**config.mk**
```make
export PLATFORM = sky130hd
export DESIGN_NAME = irq_ident_unit
export DESIGN_NICKNAME = d
export VERILOG_FILES = /design/src/rtl/irq_id_pkg.sv /design/src/rtl/irq_enable_reg.sv /design/src/rtl/txe_tracker.sv /design/src/rtl/irq_prioritizer.sv /design/src/rtl/irq_ident_unit.sv
export SDC_FILE = /design/constraint.sdc
export NUM_CORES = 1
export LEC_CHECK = 0
export ABC_CLOCK_PERIOD_IN_PS = 1320
export BUFFER_PORTS_ARGS = -buffer_cell sky130_fd_sc_hd__buf_2
export CELL_PAD_IN_SITES_DETAIL_PLACEMENT = 0
export CELL_PAD_IN_SITES_GLOBAL_PLACEMENT = 2
export CORE_AREA = 2 2 47 44
export CTS_CLUSTER_SIZE = 8
export DETAILED_ROUTE_END_ITERATION = 16
export DIE_AREA = 0 0 49 46
export PLACE_DENSITY = 0.64
export SYNTH_ARGS = -nofsm -noshare
export SYNTH_HDL_FRONTEND = slang
export SYNTH_SLANG_ARGS = --single-unit
```
**constraint.sdc**
```tcl
create_clock -name clk -period 1.32 [get_ports clk]
set_input_delay 0.066 -clock clk [delete_from_list [all_inputs] [get_ports clk]]
set_output_delay 0.066 -clock clk [all_outputs]
set_load 0.03 [all_outputs]
```
**src/rtl/irq_id_pkg.sv**
```systemverilog
package irq_id_pkg;
    localparam int ENABLE_W = 4;
    localparam int EN_RX    = 0;
    localparam int EN_TX    = 1;
    localparam int EN_LINE  = 2;
    localparam int EN_MODEM = 3;

    typedef enum logic [3:0] {
        RSN_MODEM = 4'h0,
        RSN_NONE  = 4'h1,
        RSN_TXE   = 4'h2,
        RSN_LINE  = 4'h6,
        RSN_RXTMO = 4'hC
    } reason_e;

    typedef enum logic {
        TXE_IDLE = 1'b0,
        TXE_PEND = 1'b1
    } txe_state_e;
endpackage

```
**src/rtl/irq_enable_reg.sv**
```systemverilog
module irq_enable_reg #(
    parameter int REG_W = 8,
    parameter int EN_W  = 4
) (
    input  logic             clk,
    input  logic             rst_n,
    input  logic             we,
    input  logic [REG_W-1:0] wdata,
    output logic [EN_W-1:0]  en_q,
    output logic [EN_W-1:0]  en_d
);
    always_comb begin
        en_d = en_q;
        if (we) en_d = wdata[EN_W-1:0];
    end

    always_ff @(posedge clk or negedge rst_n) begin
        if (!rst_n) en_q <= '0;
        else        en_q <= en_d;
    end

    assert_store_low_R1: assert property (@(posedge clk) disable iff (!rst_n)
        we |=> en_q == $past(wdata[EN_W-1:0]));
    assert_hold_R1: assert property (@(posedge clk) disable iff (!rst_n)
        !we |=> $stable(en_q));
endmodule

```
**src/rtl/txe_tracker.sv**
```systemverilog
module txe_tracker
    import irq_id_pkg::*;
(
    input  logic clk,
    input  logic rst_n,
    input  logic data_wr,
    input  logic id_rd,
    input  logic tx_reported,
    output logic pending,
    output logic pending_next
);
    txe_state_e state_q, state_d;

    // ARM: IDLE->PEND on data write; CONSUME: PEND->IDLE on reporting read;
    // REARM: PEND held when both happen together.
    always_comb begin
        state_d = state_q;
        unique case (state_q)
            TXE_IDLE: if (data_wr) state_d = TXE_PEND;
            TXE_PEND: if (id_rd && tx_reported && !data_wr) state_d = TXE_IDLE;
            default:  state_d = TXE_IDLE;
        endcase
    end

    always_ff @(posedge clk or negedge rst_n) begin
        if (!rst_n) state_q <= TXE_IDLE;
        else        state_q <= state_d;
    end

    always_comb begin
        pending      = (state_q == TXE_PEND);
        pending_next = (state_d == TXE_PEND);
    end

    assert_arm_R6: assert property (@(posedge clk) disable iff (!rst_n)
        data_wr |=> pending);
    assert_consume_R7: assert property (@(posedge clk) disable iff (!rst_n)
        (id_rd && tx_reported && !data_wr) |=> !pending);
    assert_keep_R7: assert property (@(posedge clk) disable iff (!rst_n)
        (pending && !(id_rd && tx_reported)) |=> pending);
    assert_rearm_R8: assert property (@(posedge clk) disable iff (!rst_n)
        (id_rd && tx_reported && data_wr) |=> pending);
endmodule

```
**src/rtl/irq_prioritizer.sv**
```systemverilog
module irq_prioritizer
    import irq_id_pkg::*;
#(
    parameter int EN_W = ENABLE_W
) (
    input  logic [EN_W-1:0] en,
    input  logic            line_err,
    input  logic            rx_ready,
    input  logic            txe_pending,
    input  logic            modem_chg,
    output reason_e         reason
);
    always_comb begin
        if (line_err && en[EN_LINE])          reason = RSN_LINE;
        else if (rx_ready && en[EN_RX])       reason = RSN_RXTMO;
        else if (txe_pending && en[EN_TX])    reason = RSN_TXE;
        else if (modem_chg && en[EN_MODEM])   reason = RSN_MODEM;
        else                                  reason = RSN_NONE;
    end
endmodule

```
**src/rtl/irq_ident_unit.sv**
```systemverilog
module irq_ident_unit
    import irq_id_pkg::*;
#(
    parameter int DATA_W = 8
) (
    input  logic              clk,
    input  logic              rst_n,
    input  logic              en_wr,
    input  logic [DATA_W-1:0] en_wdata,
    input  logic              overrun,
    input  logic              rx_present,
    input  logic              data_wr,
    input  logic              modem_delta,
    input  logic              queue_en,
    input  logic              id_rd,
    output logic [DATA_W-1:0] id_byte,
    output logic              irq
);
    localparam int QBITS = 2;
    localparam int PAD_W = DATA_W - QBITS - 4;

    logic [ENABLE_W-1:0] en_q, en_d;
    logic                pend_q, pend_d;
    reason_e             rsn_now, rsn_next;
    logic                irq_q;

    irq_enable_reg #(.REG_W(DATA_W), .EN_W(ENABLE_W)) u_en (
        .clk(clk), .rst_n(rst_n), .we(en_wr), .wdata(en_wdata),
        .en_q(en_q), .en_d(en_d)
    );

    irq_prioritizer #(.EN_W(ENABLE_W)) u_pri_now (
        .en(en_q), .line_err(overrun), .rx_ready(rx_present),
        .txe_pending(pend_q), .modem_chg(modem_delta), .reason(rsn_now)
    );

    txe_tracker u_txe (
        .clk(clk), .rst_n(rst_n), .data_wr(data_wr), .id_rd(id_rd),
        .tx_reported(rsn_now == RSN_TXE),
        .pending(pend_q), .pending_next(pend_d)
    );

    irq_prioritizer #(.EN_W(ENABLE_W)) u_pri_next (
        .en(en_d), .line_err(overrun), .rx_ready(rx_present),
        .txe_pending(pend_d), .modem_chg(modem_delta), .reason(rsn_next)
    );

    always_ff @(posedge clk or negedge rst_n) begin
        if (!rst_n) irq_q <= 1'b0;
        else        irq_q <= (rsn_next != RSN_NONE);
    end

    always_comb begin
        id_byte = {{QBITS{queue_en}}, {PAD_W{1'b0}}, rsn_now};
        irq     = irq_q;
    end

    assert_line_top_R2: assert property (@(posedge clk) disable iff (!rst_n)
        (overrun && en_q[EN_LINE]) |-> id_byte[3:0] == 4'h6);
    assert_qbits_R9: assert property (@(posedge clk) disable iff (!rst_n)
        id_byte[DATA_W-1:DATA_W-2] == {2{queue_en}} && id_byte[5:4] == 2'b00);
    assert_quiet_R11: assert property (@(posedge clk) disable iff (!rst_n)
        (en_q == '0) |-> !irq);
    assert_level_R10: assert property (@(posedge clk) disable iff (!rst_n)
        $stable({en_wr, overrun, rx_present, data_wr, modem_delta, id_rd}) && !en_wr
            && !data_wr && !id_rd && $past(!en_wr && !data_wr && !id_rd)
            |-> irq == (id_byte[3:0] != 4'h1));
endmodule

```
==> flow_summary.toml, run 1 <==
[final_layout]
mostFrequentLayoutCell = "buf_2"
finish.utilization = 0.245
area_growth_pct = 46.9
postLayoutCellArea_um2 = 447
nets = 61
diodes = 0
mostFrequentLayoutCells = "buf_2, dfrtp_1, mux2_2, clkbuf_4"
stdcell_count = 67
drive_gt1_frac = 0.619
nFillCells = 199

[critical_path]
ff2ff_setup_slack_ps = 20
critical_path.startpoint = "u_en.en_q[0]$_DFF_PN0_"
cp.required_ps = 1250
cp-start-kind = "register"
crit_type = "register to primary output"
endpoint = "id_byte[0]"
worstReg2RegEnd = "irq$_DFF_PN0_"
r2r_cells = 3
worst-path-max-fanout = 3
crit_arrival_ps = 1270
cp-end-kind = "primary output"
reg2reg_from = "u_en.en_q[0]$_DFF_PN0_"

[place]
place_ws_ps = 8.64
gp_congestion = 0.695
dp_cells = 63
io_buffers = 16
dpl.hpwl_um = 665
placedInstanceArea_um2 = 412

[synth]
post_synth_xor_area_fraction = 0
ys_ff_latch = 6
synth_mux_area_frac = 0.160
netlist_area_um2 = 304
syn_avg_cell_area_um2 = 12.7
synth-compound-area-share = 0.198
synthSimpleGateAreaFrac = 0.0370
synth_top_family_by_area = "compound AO/OA/AOI/OAI gates"
synthAdderAreaFrac = 0
yosys_warnings = 0
yosysUniqueCellTypes = 13
ys_seq_area_frac = 0.494
netlist_instances = 24

[cts]
cts_sinks = 6
clkSlewWorstSetupHoldPaths_ps = 50
cts_setup_buffers = 0
clkLatencyLatePin_ps = 240
ctsLongestPathBuffers = 2
clockRootBuffer = "clkbuf_4"
cts_tree = "yes"
cts_made_buffers = 3
h-tree-depth = 1

[timing]
rsz0062_at_grt = "true"
clock_skew_ps = 6.65
hold_viol_final = 0
hold_slack_ps = 74.4
clock.fmax_mhz = 750
setup_violations = 1
fin_crit_ps = 1330
post-route-period-util = 1.01
layout_setup_ws_ps = -12.5
slew_viol_final = 0

[routing]
wl_per_cell_um = 12.0
drc = 0
drtPass1Iterations = 2
vias = 246
viasPerCell = 3.67
ant_nets = 0
wirelength_um = 807
drt_iter0_markers = 2

[hold_path]
holdCritPathClass = "input pin to register"

[grt]
grt_pass1_wl_um = 1340
grt_pass1_vias = 282
grt.overflow.total = 0
antenna_found_initial = 0
grt.total_usage = 0.0879
grt_start_max_net_pins = 7

[floorplanning]
die_w_um = 49
num_rows = 15
die_y_um = 46
die-area_mm2 = 0.00225
ioPinCount = 26
initial_utilization = 0.167
core_area_mm2 = 0.00182

[run_status]
outcome = "finished with violations"
violations = "negative setup slack"

[power_and_ir_drop]
p_per_area_mw_per_mm2 = 1220
ir_drop_uv = 461
power.leakage_nw = 0.207

[run]
drv_cap = 0
synthesized netlist by cell type, drive strengths merged:
cell type / n / area, um2
conb: 1 / 3.75
dfrtp: 6 / 150
o22a: 1 / 8.76
nand3b: 1 / 7.51
a32o: 1 / 10.0
mux2: 4 / 48.8
nand2: 1 / 3.75
a221oi: 1 / 8.76
a21oi: 1 / 5.00
a221o: 1 / 10.0
a22o: 2 / 17.5
buf: 4 / 30.0
kinds of logic (layout without fill, tap and decap cells):
family,Yosys count,in the layout
buf+inv,4,21
compound gates,7,7
simple gates,2,2
other cells,1,2
flops,6,6
mux,4,4
stage by stage:
stage                     power (W)  setup TNS, ps
after global routing       0.000579          -83.9
after detailed placement   0.000373              0
after floorplan            0.000331              0
after CTS                  0.000558          -28.8
after global placement     0.000373              0
final                      0.000543          -12.5
timing repair:
action	in CTS	in global routing
setup endpoints to repair	2	2
hold endpoints to repair	6	0
hold buffers	1	0
pin swaps	1	0
gates resized for setup	1	0
per-layer routing:
layer  track usage  vias up  part of all wire
met1         0.110      104              0.51
met4        0.0686        0                 0
met3        0.0592        0              0.14
met5             0        -                 0
li1              -      126                 -
met2         0.101       16              0.35
flip-flops by register name (all words and copies together), names as in the netlist:
register / count
irq: 1
u_en.en_q: 4
u_txe.pending: 1
worst min path at each step:
stage | startpoint | endpoint | slack (ps) | depth (start not counted)
after floorplan | rst_n | irq$_DFF_PN0_ | -230 | 0
after global placement | rst_n | u_en.en_q[2]$_DFF_PN0_ | -100 | 1
after detailed placement | rst_n | irq$_DFF_PN0_ | -100 | 1
after CTS | en_wdata[0] | u_en.en_q[0]$_DFF_PN0_ | 60 | 2
after global routing | en_wdata[2] | u_en.en_q[2]$_DFF_PN0_ | 70 | 2
final | en_wdata[0] | u_en.en_q[0]$_DFF_PN0_ | 70 | 2
worst max-delay path: stages, from the launching register on:
cell      delay [ps]
dfrtp_1          390
a22o_4           270
a221oi_2         160
buf_4            190
power by group:
part	switching [W]	internal [W]	leakage (nW)	total, W
combinational	0.0000872	0.0000676	0.126	0.000155
sequential	0.0000153	0.000203	0.0666	0.000219
clock	0.0000671	0.000103	0.0138	0.000170
area by class of cell:
cell class	instances	area, um2	area share
Tap cell	25	31.3	0.0700
Multi-Input combinational cell	15	143	0.319
Sequential cell	6	150	0.336
Clock buffer	3	22.5	0.0504
Timing Repair Buffer	18	100	0.224
Note: power is estimated with default switching activity, not from simulation.
==> run 2: changes to the inputs <==
--- a/config.mk
+++ b/config.mk
@@ -14,6 +14,7 @@
 export DETAILED_ROUTE_END_ITERATION = 16
 export DIE_AREA = 0 0 49 46
 export PLACE_DENSITY = 0.64
+export SETUP_SLACK_MARGIN = 0.02
 export SYNTH_ARGS = -nofsm -noshare
 export SYNTH_HDL_FRONTEND = slang
 export SYNTH_SLANG_ARGS = --single-unit
==> run 2 against run 1 <==
  * The run still ends with negative setup slack left
  * Sequential power barely moved
  * Sequential share of layout area fell by 0.56 points
  * Clock skew barely moved
  * Die area did not move
  * Clock power barely moved
  * Critical path depth did not move
  * Final cell count rose by 1.5%
  * Worst hold slack barely moved
  * Combinational power rose by 3%
  * Register-to-register slack barely moved
  * Critical endpoint unchanged
  * Highest routed layer unchanged
==> flow_summary.toml, run 2 (synthesized netlist as in run 1, its figures left out) <==
[floorplanning]
initial_utilization = 0.167
die_y_um = 46
ioPinCount = 26
die_w_um = 49
die-area_mm2 = 0.00225
num_rows = 15
core_area_mm2 = 0.00182

[grt]
grt.overflow.total = 0
grt_pass1_vias = 293
grt.total_usage = 0.0893
grt_pass1_wl_um = 1370
grt_start_max_net_pins = 7
antenna_found_initial = 0

[final_layout]
largest_reg_flops = 4
multi_input_area_um2 = 143
area_growth_pct = 49.4
seqCellArea_um2 = 150
drive_gt1_frac = 0.628
stdcell_count = 68
diodes = 0
mostFrequentLayoutCell = "buf_2"
regMostFlops = "u_en.en_q"
mostFrequentLayoutCells = "buf_2, dfrtp_1, mux2_2, clkbuf_4, buf_4"
nets = 62
nFillCells = 199
postLayoutCellArea_um2 = 454

[timing]
clock.fmax_mhz = 750
tns_ps = -13.1
layout_setup_ws_ps = -13.1
clock_skew_ps = 6.66
slew_viol_final = 0
fin_crit_ps = 1330
post-route-period-util = 1.01
rsz0062_at_grt = "true"
hold_viol_final = 0
setup_violations = 1

[power_and_ir_drop]
power_w = 0.000547
p_per_area_mw_per_mm2 = 1210
power.leakage_nw = 0.211
ir_drop_uv = 461

[routing]
drc = 0
drt_iter0_markers = 2
drtPass1Iterations = 4
wirelength_um = 818
ant_nets = 0
wl_per_cell_um = 12.0
viasPerCell = 3.69
vias = 251

[cts]
cts_tree = "yes"
cts_made_buffers = 3
clkLatencyLatePin_ps = 240
clkSlewWorstSetupHoldPaths_ps = 50
ctsLongestPathBuffers = 2
cts_sinks = 6
clockRootBuffer = "clkbuf_4"
h-tree-depth = 1

[critical_path]
r2r_cells = 3
worst-path-max-fanout = 3
cp-end-kind = "primary output"
cp.required_ps = 1250
crit_arrival_ps = 1270
cp-start-kind = "register"
crit_type = "register to primary output"

[hold_path]
hold_depth = 2
holdCritPathClass = "input pin to register"

[place]
dpl.hpwl_um = 665
place_ws_ps = 8.64
placedInstanceArea_um2 = 412
io_buffers = 16
dp_cells = 63
gp_congestion = 0.695

[run_status]
outcome = "finished with violations"
violations = "negative setup slack"

[run]
drv_cap = 0
[run 2: routing by layer]
| metal | GRT usage | share of wire | up-vias | wire [um] |
|---|---|---|---|---|
| met5 | 0 | 0 | - | 0 |
| met4 | 0.0686 | 0 | 0 | 0 |
| met3 | 0.0592 | 0.14 | 0 | 112 |
| met2 | 0.107 | 0.36 | 16 | 293 |
| met1 | 0.110 | 0.50 | 107 | 412 |
| li1 | - | - | 128 | - |
[run 2: area by class of cell]
type	instances	area share
Timing Repair Buffer	19	0.237
Multi-Input combinational cell	15	0.314
Sequential cell	6	0.331
Tap cell	25	0.0689
Clock buffer	3	0.0496
[run 2: metrics by stage]
| step | hold WS [ps] | utilization |
|---|---|---|
| floorplan | -230 | - |
| detailed placement | -96.1 | 0.226 |
| global route | 72.4 | 0.249 |
| finish | 74.4 | 0.249 |
| global placement | -102 | 0.226 |
| CTS | 64.5 | 0.249 |
[run 2: power breakdown]
group	switching, W	internal [W]
logic	0.0000881	0.0000706
registers	0.0000154	0.000203
clock network	0.0000670	0.000103
total	0.000171	0.000377
[run 2: path summary, 6_finish.rpt]
path	from	end	slack, ps
max reg2reg	u_en.en_q[0]$_DFF_PN0_	irq$_DFF_PN0_	10
max in group asynchronous	rst_n	u_en.en_q[1]$_DFF_PN0_	960
min	en_wdata[0]	u_en.en_q[0]$_DFF_PN0_	70
min in group asynchronous	rst_n	irq$_DFF_PN0_	200
max	u_en.en_q[0]$_DFF_PN0_	id_byte[0]	-10
min reg2reg	u_en.en_q[3]$_DFF_PN0_	u_en.en_q[3]$_DFF_PN0_	560
[run 2: what timing repair did]
item | CTS | global route
pin swaps | 1 | 0
endpoints found under the setup margin | 2 | 2
setup buffers | 1 | 0
endpoints found under the hold margin | 6 | 0
hold buffers | 1 | 0
gates resized for setup | 1 | 0
[run 2: critical path, stage by stage (launching register included)]
cell,delay [ps]
dfrtp_1,390
a22o_4,270
a221oi_2,160
buf_4,190
